--- config.mk ---
export PLATFORM = sky130hd
export DESIGN_NAME = tile_bank_mapper
export DESIGN_NICKNAME = d
export VERILOG_FILES = /design/src/rtl/tile_bank_mapper.sv
export SDC_FILE = /design/constraint.sdc
export NUM_CORES = 1
export LEC_CHECK = 0
export ABC_AREA = 1
export BUFFER_PORTS_ARGS = -buffer_cell sky130_fd_sc_hd__buf_2
export CAP_MARGIN = 10
export CORE_MARGIN = 8
export CORE_UTILIZATION = 43
export DETAILED_ROUTE_END_ITERATION = 6
export HOLD_SLACK_MARGIN = 0.02
export PLACE_DENSITY = 0.73
export SYNTH_ARGS = -nofsm -noshare
export SYNTH_HDL_FRONTEND = slang
export SYNTH_SLANG_ARGS = --single-unit
--- constraint.sdc ---
create_clock -name clk -period 0.8 [get_ports clk]
set_input_delay 0.04 -clock clk [delete_from_list [all_inputs] [get_ports clk]]
set_output_delay 0.04 -clock clk [all_outputs]
set_load 0.02 [all_outputs]
--- src/rtl/tile_bank_mapper.sv ---
module tile_bank_mapper #(
  parameter int PRG_BANK_W = 4,
  parameter int CHR_BANK_W = 5
) (
  input  logic                  clk,
  input  logic                  rst_n,
  input  logic                  cpu_we,
  input  logic [15:0]           cpu_addr,
  input  logic [7:0]            cpu_wdata,
  input  logic [13:0]           ppu_addr,
  input  logic                  ppu_rd,
  output logic [PRG_BANK_W-1:0] prg_hi,
  output logic [CHR_BANK_W-1:0] chr_hi,
  output logic                  mirror_h
);
  localparam logic [PRG_BANK_W-1:0] LAST = '1;

  logic [PRG_BANK_W-1:0] prg_reg;
  logic [CHR_BANK_W-1:0] lo_fd, lo_fe, hi_fd, hi_fe;
  logic                  latch_lo, latch_hi;

  logic       reg_wr;
  logic       tile_hit;
  logic [7:0] tile_no;

  assign reg_wr   = cpu_we && cpu_addr[15];
  assign tile_no  = ppu_addr[11:4];
  assign tile_hit = ppu_rd && !ppu_addr[13] && ppu_addr[3] &&
                    (tile_no == 8'hFD || tile_no == 8'hFE);

  always_ff @(posedge clk) begin
    if (!rst_n) begin
      prg_reg  <= '0;
      lo_fd    <= '0;
      lo_fe    <= '0;
      hi_fd    <= '0;
      hi_fe    <= '0;
      mirror_h <= 1'b0;
    end else if (reg_wr) begin
      case (cpu_addr[14:12])
        3'd2: prg_reg  <= cpu_wdata[PRG_BANK_W-1:0];
        3'd3: lo_fd    <= cpu_wdata[CHR_BANK_W-1:0];
        3'd4: lo_fe    <= cpu_wdata[CHR_BANK_W-1:0];
        3'd5: hi_fd    <= cpu_wdata[CHR_BANK_W-1:0];
        3'd6: hi_fe    <= cpu_wdata[CHR_BANK_W-1:0];
        3'd7: mirror_h <= cpu_wdata[0];
        default: ;
      endcase
    end
  end

  always_ff @(posedge clk) begin
    if (!rst_n) begin
      latch_lo <= 1'b1;
      latch_hi <= 1'b1;
    end else if (tile_hit) begin
      if (ppu_addr[12]) latch_hi <= ~ppu_addr[4];
      else              latch_lo <= ~ppu_addr[4];
    end
  end

  always_comb begin
    case (cpu_addr[14:13])
      2'd0:    prg_hi = prg_reg;
      2'd1:    prg_hi = LAST - PRG_BANK_W'(2);
      2'd2:    prg_hi = LAST - PRG_BANK_W'(1);
      default: prg_hi = LAST;
    endcase
  end

  assign chr_hi = ppu_addr[12] ? (latch_hi ? hi_fe : hi_fd)
                               : (latch_lo ? lo_fe : lo_fd);
endmodule

==> impl_metrics.toml, run 1 <==
[logic_synthesis]
synth_area_leaders = "dfxtp_1 41%, o21ai_0 13%, nor2_1 12%"
synth_nets = 241
syn_inst = 197
synth_top_area_cell = "dfxtp_1"
synth_top_area_frac = 0.412
synthesis.area_mm2 = 0.00131
ys_types = 18
syn_avg_cell_area_um2 = 6.66
yosysWarnings = 0
ys_ff_latch = 27
ys_seq_area_frac = 0.412

[clocking]
cts_buffers = 3
cts_setup_buffers = 0
path_clk_slew_ps = 140
clockBufferDepth = 2
cts_root_buf = "clkbuf_4"
cts_tree = "yes"
insertion_delay_ps = 320
ctsHtreeMaxLevel = 1
clock-sinks = 27

[critical_path]
cpPeakStageDelay_ps = 420
critPathLaunchType = "flop"
reg2reg_from = "hi_fd[1]"
cp_top_family = "flip-flops"
cp_slowest_cell = "dfxtp_4"
r2r_end = "hi_fd[1]"
crit_cells = 5
crit_buf_inv = 2
worst_r2r_path_depth = 3
crit_top_cell = "o21ai_2"
end_kind = "output port"
crit_chain = "inv_8, a21oi_2, o21ai_2, o21ai_2, buf_6"
worstPathRequired_ps = 760
rrSetupSlack_ps = 80
worstSetupPathType = "flop to output port"
cp_max_fo = 5
cp.arrival_ps = 1190

[sta]
max_clock_freq_ghz = 0.814
fin_ws_ps = -429
maxSlewViolCount = 0
max_slew_margin = 0.873
fin_skew_ps = 0
tightest_slew_ps = 189
setup_viol = 10
hold_viol_final = 0
period_needed_ps = 1230
fin_crit_sh = 1.54
rsz0062_at_grt = "yes"
tns_ps = -2920

[power]
p_seq_frac = 0.565
p_per_area_mw_per_mm2 = 1290
p_leak_uw = 0.000833
p_switching_uw = 663
combPwrFrac = 0.193
swShare = 0.271
clkPwrFrac = 0.242
peakVddDrop_mv = 0.733
internal_power_uw = 1780

[placed_design]
gp_congestion = 0.796
dp.final_hpwl_um = 2610
dpl.cell_count = 277
port_buffers = 33
place_area_mm2 = 0.00167

[final_layout]
area_growth_pct = 44.0
finalNetCount = 297
antenna_cells = 0
stdcell_area_mm2 = 0.00189
most-common-layout-cells = "41 x nor2_1, 24 x nand2_1, 23 x buf_2, 20 x dfxtp_1, 19 x o21ai_0"
fillCellCount = 267
post-route-util = 0.634
final_common_cell = "nor2_1"
final-instance-count-excl-fill = 285
multiInputGateArea_um2 = 778
regArea_um2 = 552
drive_above_1_share = 0.377

[floorplanning]
die_area_mm2 = 0.00507
initial_core_util = 0.440
io_pins = 52
core_area_mm2 = 0.00298
rows = 20
dieWidth_um = 71.2
die_h_um = 71.2

[global_routing]
grt.overflow.total = 0
grt_usage = 0.141
grt_pass1_vias = 1372
grt_pass1_wl_um = 5960
grt_max_degree = 15
antenna_found_initial = 0

[route]
drc = 0
avgViaCountPerCell = 5.08
drt_iter0_markers = 53
first_pass_iters = 4
ant_nets = 0
routed_wl_um = 3510
vias = 1448
post_drt_wl_per_cell_um = 12.3

[flow_run]
max_cap_viol_count = 0

[status]
violations = "setup timing"
status = "complete, but fails checks"

[worst_hold_path]
holdPathStages = 3
min_to = "lo_fe[1]"
hp-class = "input pin to flop"
hold_start = "cpu_wdata[1]"
-- repair_timing --
item,in CTS,in global routing
gates cloned,1,0
gates resized for setup,41,17
hold buffers,3,0
pin swaps,7,0
setup endpoints to repair,10,11
hold endpoints to repair,3,0
-- how the worst max path moves through the flow --
| stage | slack [ps] | to | from |
|---|---|---|---|
| final | -430 | chr_hi[2] | latch_hi |
| after global routing | -490 | chr_hi[0] | latch_hi |
| after global placement | -190 | chr_hi[2] | latch_hi |
| after detailed placement | -220 | chr_hi[1] | latch_hi |
| after CTS | -450 | chr_hi[1] | latch_hi |
| after floorplan | -20 | chr_hi[0] | latch_hi |
-- metrics by stage --
step	setup slack, ps	hold slack, ps	total power, uW
6_report	-429	27.6	2440
5_1_grt	-487	33.7	2560
4_1_cts	-450	24.8	2430
3_5_place_dp	-217	361	1800
3_3_place_gp	-188	357	1800
2_1_floorplan	-19.5	178	1610
-- synth_stat cells --
master    number
nand4_1        2
nor2_2         2
nand2_2        1
o21ai_0       35
clkbuf_1       2
buf_2          1
nand2_1       29
nor2_4         1
clkinv_1       1
ha_1           2
a21oi_1       17
dfxtp_1       27
nand3_2        1
nor2_1        42
a311o_1        1
nand3_1       13
inv_1         15
inv_2          5
-- worst min-delay path: cells and delay by family --
kind                   cells  cell delay [ps]
AOI/OAI and AO/OA          1               60
and+or+nand+nor            1               90
buffers and inverters      1              130
-- kinds of logic (layout without fill, tap and decap cells) --
family	Yosys count	count (layout)	share of synthesized area
AND/OR/NAND/NOR	91	91	0.293
AO/OA/AOI/OAI	53	53	0.206
flip-flops	27	27	0.412
buffers and inverters	24	79	0.0697
adder cells (fa/ha/maj)	2	2	0.0191
-- layer usage --
| metal | vias up | share of wire | track usage |
|---|---|---|---|
| li1 | 762 | - | - |
| met1 | 642 | 0.42 | 0.164 |
| met2 | 40 | 0.50 | 0.249 |
| met3 | 4 | 0.068 | 0.0349 |
| met4 | 0 | 0.0063 | 0.0393 |
| met5 | - | 0 | 0 |
-- layout make-up --
type                       instances  area share
clock buffer                       4      0.0139
sequential                        27       0.292
timing repair inverter             1     0.00331
multi-input combinational        146       0.412
tap                               33      0.0219
inverter                          21      0.0457
timing repair buffer              53       0.211
-- power groups by stage --
stage	sequential (uW)	clock [uW]	combinational, uW
CTS	1380	598	451
finish	1380	591	472
floorplan	1410	0	199
global route	1380	648	523
detailed placement	1410	0	394
global placement	1410	0	389
Power figures use the tool's default switching activity.
==> run 2, diff against run 1 <==
--- a/config.mk
+++ b/config.mk
@@ -13,6 +13,7 @@
 export DETAILED_ROUTE_END_ITERATION = 6
 export HOLD_SLACK_MARGIN = 0.02
 export PLACE_DENSITY = 0.73
+export RECOVER_POWER = 25
 export SYNTH_ARGS = -nofsm -noshare
 export SYNTH_HDL_FRONTEND = slang
 export SYNTH_SLANG_ARGS = --single-unit
==> constraint.sdc (replaced) <==
create_clock -name clk -period 1 [get_ports clk]
set_input_delay 0.05 -clock clk [delete_from_list [all_inputs] [get_ports clk]]
set_output_delay 0.05 -clock clk [all_outputs]
set_load 0.02 [all_outputs]
==> run 2 against run 1 <==
- the flow still finishes with violations (setup timing)
- flip-flop and latch count stayed put
- utilization shrank 5.6 points
- setup slack improved by 140 ps
- clock-buffer cell count fell by 1
- sequential share of layout area up 2.7 points
- sequential power shrank 20%
- via count shrank 3.7%
- wire length fell by 3.6%
- critical endpoint unchanged
==> impl_metrics.toml, run 2 (same netlist as run 1, synthesis figures left out) <==
[critical_path]
cp_slowest_cell = "dfxtp_4"
worstSetupPathType = "flop to output port"
crit_chain = "clkinv_4, a21oi_2, o21ai_1, o21ai_1, buf_4"
end_kind = "output port"
worstPathRequired_ps = 950
cpPeakStageDelay_ps = 410
rrSetupSlack_ps = 300
crit_top_cell = "o21ai_1"
cp_max_fo = 5
critPathLaunchType = "flop"
cp.arrival_ps = 1240

[route]
drt_iter0_markers = 49
drc = 0
routed_wl_um = 3380
first_pass_iters = 4
vias = 1394
ant_nets = 0
post_drt_wl_per_cell_um = 12.1
avgViaCountPerCell = 5.00

[sta]
maxSlewViolCount = 0
fin_ws_ps = -285
tightest_slew_ps = 384
rsz0062_at_grt = "yes"
fin_skew_ps = 0
max_slew_margin = 0.743
hold_viol_final = 0
max_clock_freq_ghz = 0.778
fin_crit_sh = 1.29
period_needed_ps = 1290
tns_ps = -1510
setup_viol = 6

[global_routing]
grt_max_degree = 23
grt.overflow.total = 0
antenna_found_initial = 0
grt_pass1_wl_um = 5900
grt_pass1_vias = 1336
grt_usage = 0.139

[final_layout]
final_common_cell = "nor2_1"
most-common-layout-cells = "43 x nor2_1, 28 x nand2_1, 25 x o21ai_0, 23 x buf_2, 22 x dfxtp_1"
final-instance-count-excl-fill = 279
post-route-util = 0.578
area_growth_pct = 31.2
finalNetCount = 291
stdcell_area_mm2 = 0.00172
antenna_cells = 0
drive_above_1_share = 0.268

[power]
clkPwrFrac = 0.252
p_seq_frac = 0.575
p_per_area_mw_per_mm2 = 1110
p_leak_uw = 0.000776
swShare = 0.273
combPwrFrac = 0.173
total_power_uw = 1920
internal_power_uw = 1390
p_switching_uw = 525
peakVddDrop_mv = 0.555

[clocking]
cts_setup_buffers = 0
cts_buffers = 3
insertion_delay_ps = 320
clock-sinks = 27
ctsHtreeMaxLevel = 1
clockBufferDepth = 2
cts_root_buf = "clkbuf_4"
cts_tree = "yes"
path_clk_slew_ps = 140

[placed_design]
place_area_mm2 = 0.00158
dp.final_hpwl_um = 2560
port_buffers = 33
gp_congestion = 0.815
dpl.cell_count = 270

[status]
violations = "setup timing"
status = "complete, but fails checks"

[floorplanning]
die_area_mm2 = 0.00507
io_pins = 52
die_h_um = 71.2
initial_core_util = 0.440
dieWidth_um = 71.2
core_area_mm2 = 0.00298
rows = 20

[flow_run]
max_cap_viol_count = 0

[worst_hold_path]
hp-class = "input pin to flop"
-- run 2: changes by cell type in the layout (fill, tap and decap cells not counted), sizes merged --
cell and change:
inv -2, clkinvlp +1, dlygate4sd3 +1, clkinv +2
buf -9, clkbuf +1
-- run 2: routing by layer --
metal / vias to the layer above / global-route usage / share of wire
li1: 744 / - / -
met1: 613 / 0.169 / 0.46
met2: 33 / 0.233 / 0.47
met3: 4 / 0.0391 / 0.063
met4: 0 / 0.0416 / 0.011
met5: - / 0 / 0
-- run 2: worst paths after layout --
check                    start        end  cells past startpoint
hold reg to reg       lo_fe[2]   lo_fe[2]                      2
hold / removal    cpu_wdata[2]   lo_fe[2]                      3
setup / recovery      latch_hi  chr_hi[2]                      5
setup reg to reg      latch_lo   latch_lo                      3
-- run 2: per-stage QoR --
step / setup slack [ps] / hold slack, ps
floorplan: 25.5 / 188
global placement: -79.4 / 338
detailed placement: -124 / 338
CTS: -297 / 20.2
global route: -389 / 36.4
finish: -285 / 29.6
-- run 2: cell type report --
cell class                 instances  area [um^2]
fill                             304         1260
multi-input combinational        146          694
sequential                        27          549
timing repair buffer              47          317
inverter                          21         83.8
tap                               33         41.3
clock buffer                       3         22.5
clock inverter                     1         7.51
timing repair inverter             1         5.00
-- run 2: critical path: cells and delay by family (launching register included) --
| family | cells | cell delay (ps) |
|---|---|---|
| flip-flops | 1 | 410 |
| buffers and inverters | 2 | 240 |
| AO/OA/AOI/OAI | 3 | 270 |
-- run 2: power groups by stage --
stage                     clock (uW)  sequential (uW)  combinational (uW)
after floorplan                    0             1130                 157
after global placement             0             1130                 287
after detailed placement           0             1130                 292
after CTS                        496             1100                 322
after global routing             544             1110                 371
final                            484             1100                 332
-- run 2: repair_timing --
action,4_1_cts,5_1_grt
hold endpoints to repair,3,1
cloned,1,0
gates resized for setup,29,3
pin swaps,6,1
endpoints found under the setup margin,9,9
hold buffers,3,1
==> run 3, diff against run 2 <==
--- a/config.mk
+++ b/config.mk
@@ -6,13 +6,13 @@
 export NUM_CORES = 1
 export LEC_CHECK = 0
 export ABC_AREA = 1
-export BUFFER_PORTS_ARGS = -buffer_cell sky130_fd_sc_hd__buf_2
 export CAP_MARGIN = 10
 export CORE_MARGIN = 8
-export CORE_UTILIZATION = 43
+export CORE_UTILIZATION = 55
 export DETAILED_ROUTE_END_ITERATION = 6
+export DONT_BUFFER_PORTS = 1
 export HOLD_SLACK_MARGIN = 0.02
-export PLACE_DENSITY = 0.73
+export PLACE_DENSITY = 0.71
 export RECOVER_POWER = 25
 export SYNTH_ARGS = -nofsm -noshare
 export SYNTH_HDL_FRONTEND = slang
==> run 3 against run 2 <==
- the run still ends with setup timing left
- final area down 5.6%
- first-iteration DRC count grew 100%
- clock skew unchanged
- utilization grew 15 points
- hold slack lost 26 ps
- sequential share of layout area grew 1.7 points
- register-to-register slack improved by 70 ps
- critical endpoint is now chr_hi[4]
- highest routed layer unchanged
==> impl_metrics.toml, run 3 (same netlist as run 1, synthesis figures left out) <==
[status]
status = "complete, but fails checks"
violations = "setup timing"

[route]
post_drt_wl_per_cell_um = 13.5
first_pass_iters = 4
ant_nets = 0
avgViaCountPerCell = 5.46
drt_iter0_markers = 100
vias = 1353
routed_wl_um = 3350
drc = 0

[floorplanning]
die_h_um = 64.8
rows = 17
core_area_mm2 = 0.00223
die_area_mm2 = 0.00420
io_pins = 52
initial_core_util = 0.587
dieWidth_um = 64.8

[critical_path]
cp_slowest_cell = "dfxtp_4"
crit_chain = "clkinv_2, o21ai_1, o21ai_1, buf_4"
end_kind = "output port"
r2r_end = "mirror_h"
worstSetupPathType = "flop to output port"
crit_cells = 4
cp_top_family = "flip-flops"
crit_top_cell = "o21ai_1"
cpPeakStageDelay_ps = 420
rrSetupSlack_ps = 370
cp_max_fo = 5
worst_r2r_path_depth = 2
worstPathRequired_ps = 950
crit_buf_inv = 2
critPathLaunchType = "flop"
reg2reg_from = "mirror_h"
cp.arrival_ps = 1250

[worst_hold_path]
holdPathStages = 5
hp-class = "input pin to flop"
hold_start = "ppu_addr[9]"
min_to = "latch_hi"

[clocking]
cts_setup_buffers = 0
path_clk_slew_ps = 140
cts_buffers = 3
clock-sinks = 27
cts_root_buf = "clkbuf_4"
insertion_delay_ps = 320
cts_tree = "yes"
clockBufferDepth = 2
ctsHtreeMaxLevel = 1

[sta]
setup_viol = 6
max_clock_freq_ghz = 0.771
hold_viol_final = 0
rsz0062_at_grt = "yes"
fin_skew_ps = 0
max_slew_margin = 0.597
tightest_slew_ps = 604
fin_ws_ps = -296
fin_crit_sh = 1.30
maxSlewViolCount = 0
period_needed_ps = 1300

[final_layout]
fillCellCount = 211
regArea_um2 = 547
final-instance-count-excl-fill = 248
area_growth_pct = 23.9
final_common_cell = "nor2_1"
multiInputGateArea_um2 = 726
drive_above_1_share = 0.159
finalNetCount = 265
stdcell_area_mm2 = 0.00162
antenna_cells = 0
most-common-layout-cells = "41 x nor2_1, 26 x nand2_1, 24 x o21ai_0, 24 x dfxtp_1, 15 x inv_1"

[global_routing]
grt_max_degree = 23
grt.overflow.total = 0
grt_pass1_vias = 1262
grt_pass1_wl_um = 5480
antenna_found_initial = 0
grt_usage = 0.160

[power]
p_per_area_mw_per_mm2 = 1140
p_leak_uw = 0.000669
peakVddDrop_mv = 0.801
total_power_uw = 1850

[placed_design]
place_area_mm2 = 0.00139
dp_slack_ps = -132
gp_congestion = 0.790
port_buffers = 0
dp.final_hpwl_um = 2390
dpl.cell_count = 229

[flow_run]
max_cap_viol_count = 0
==> run 3: worst reg2reg max path, cell delays in order, from the launching register on <==
cell	delay (ps)
dfxtp_1	370
o21ai_0	90
a21oi_1	130
==> run 3: worst max path at each step <==
stage	startpoint	slack [ps]	to
2_1_floorplan	latch_hi	30	chr_hi[0]
3_3_place_gp	latch_hi	-100	chr_hi[4]
3_5_place_dp	latch_hi	-130	chr_hi[2]
4_1_cts	latch_hi	-290	chr_hi[2]
5_1_grt	latch_hi	-360	chr_hi[4]
6_report	latch_hi	-300	chr_hi[4]
==> run 3: metal layers <==
metal	GRT usage	up-vias	part of all wire
met5	0	-	0
met4	0.0654	0	0.016
met3	0.0344	7	0.084
met2	0.270	51	0.47
met1	0.192	601	0.43
li1	-	694	-
==> run 3: through the flow <==
stage	hold slack [ps]	util	setup TNS [ps]
after floorplan	188	-	0
after global placement	143	0.621	-359
after detailed placement	143	0.621	-473
after CTS	-121	0.700	-2190
after global routing	31.9	0.727	-1750
final	4.08	0.727	-1420
==> run 3: where the power goes <==
| part | leakage [uW] | switching [uW] | total, uW | internal [uW] |
|---|---|---|---|---|
| Clock | 0.0000139 | 322 | 475 | 153 |
| Sequential | 0.000218 | 9.20 | 1100 | 1090 |
| Combinational | 0.000436 | 170 | 272 | 102 |
| Total | 0.000669 | 501 | 1850 | 1350 |
==> run 3: layout make-up <==
| type | count | share of cell area |
|---|---|---|
| timing repair buffer | 21 | 0.120 |
| sequential | 27 | 0.337 |
| clock buffer | 3 | 0.0139 |
| clock inverter | 1 | 0.00462 |
| tap | 28 | 0.0216 |
| inverter | 21 | 0.0532 |
| timing repair inverter | 1 | 0.00308 |
| multi-input combinational | 146 | 0.447 |
==> run 3: repair_timing <==
action                                  CTS  global route
hold buffers                             12             2
cloned                                    1             0
endpoints found under the hold margin    27             5
pin swaps                                 4             3
resized for setup                        13            16
endpoints found under the setup margin    6            34
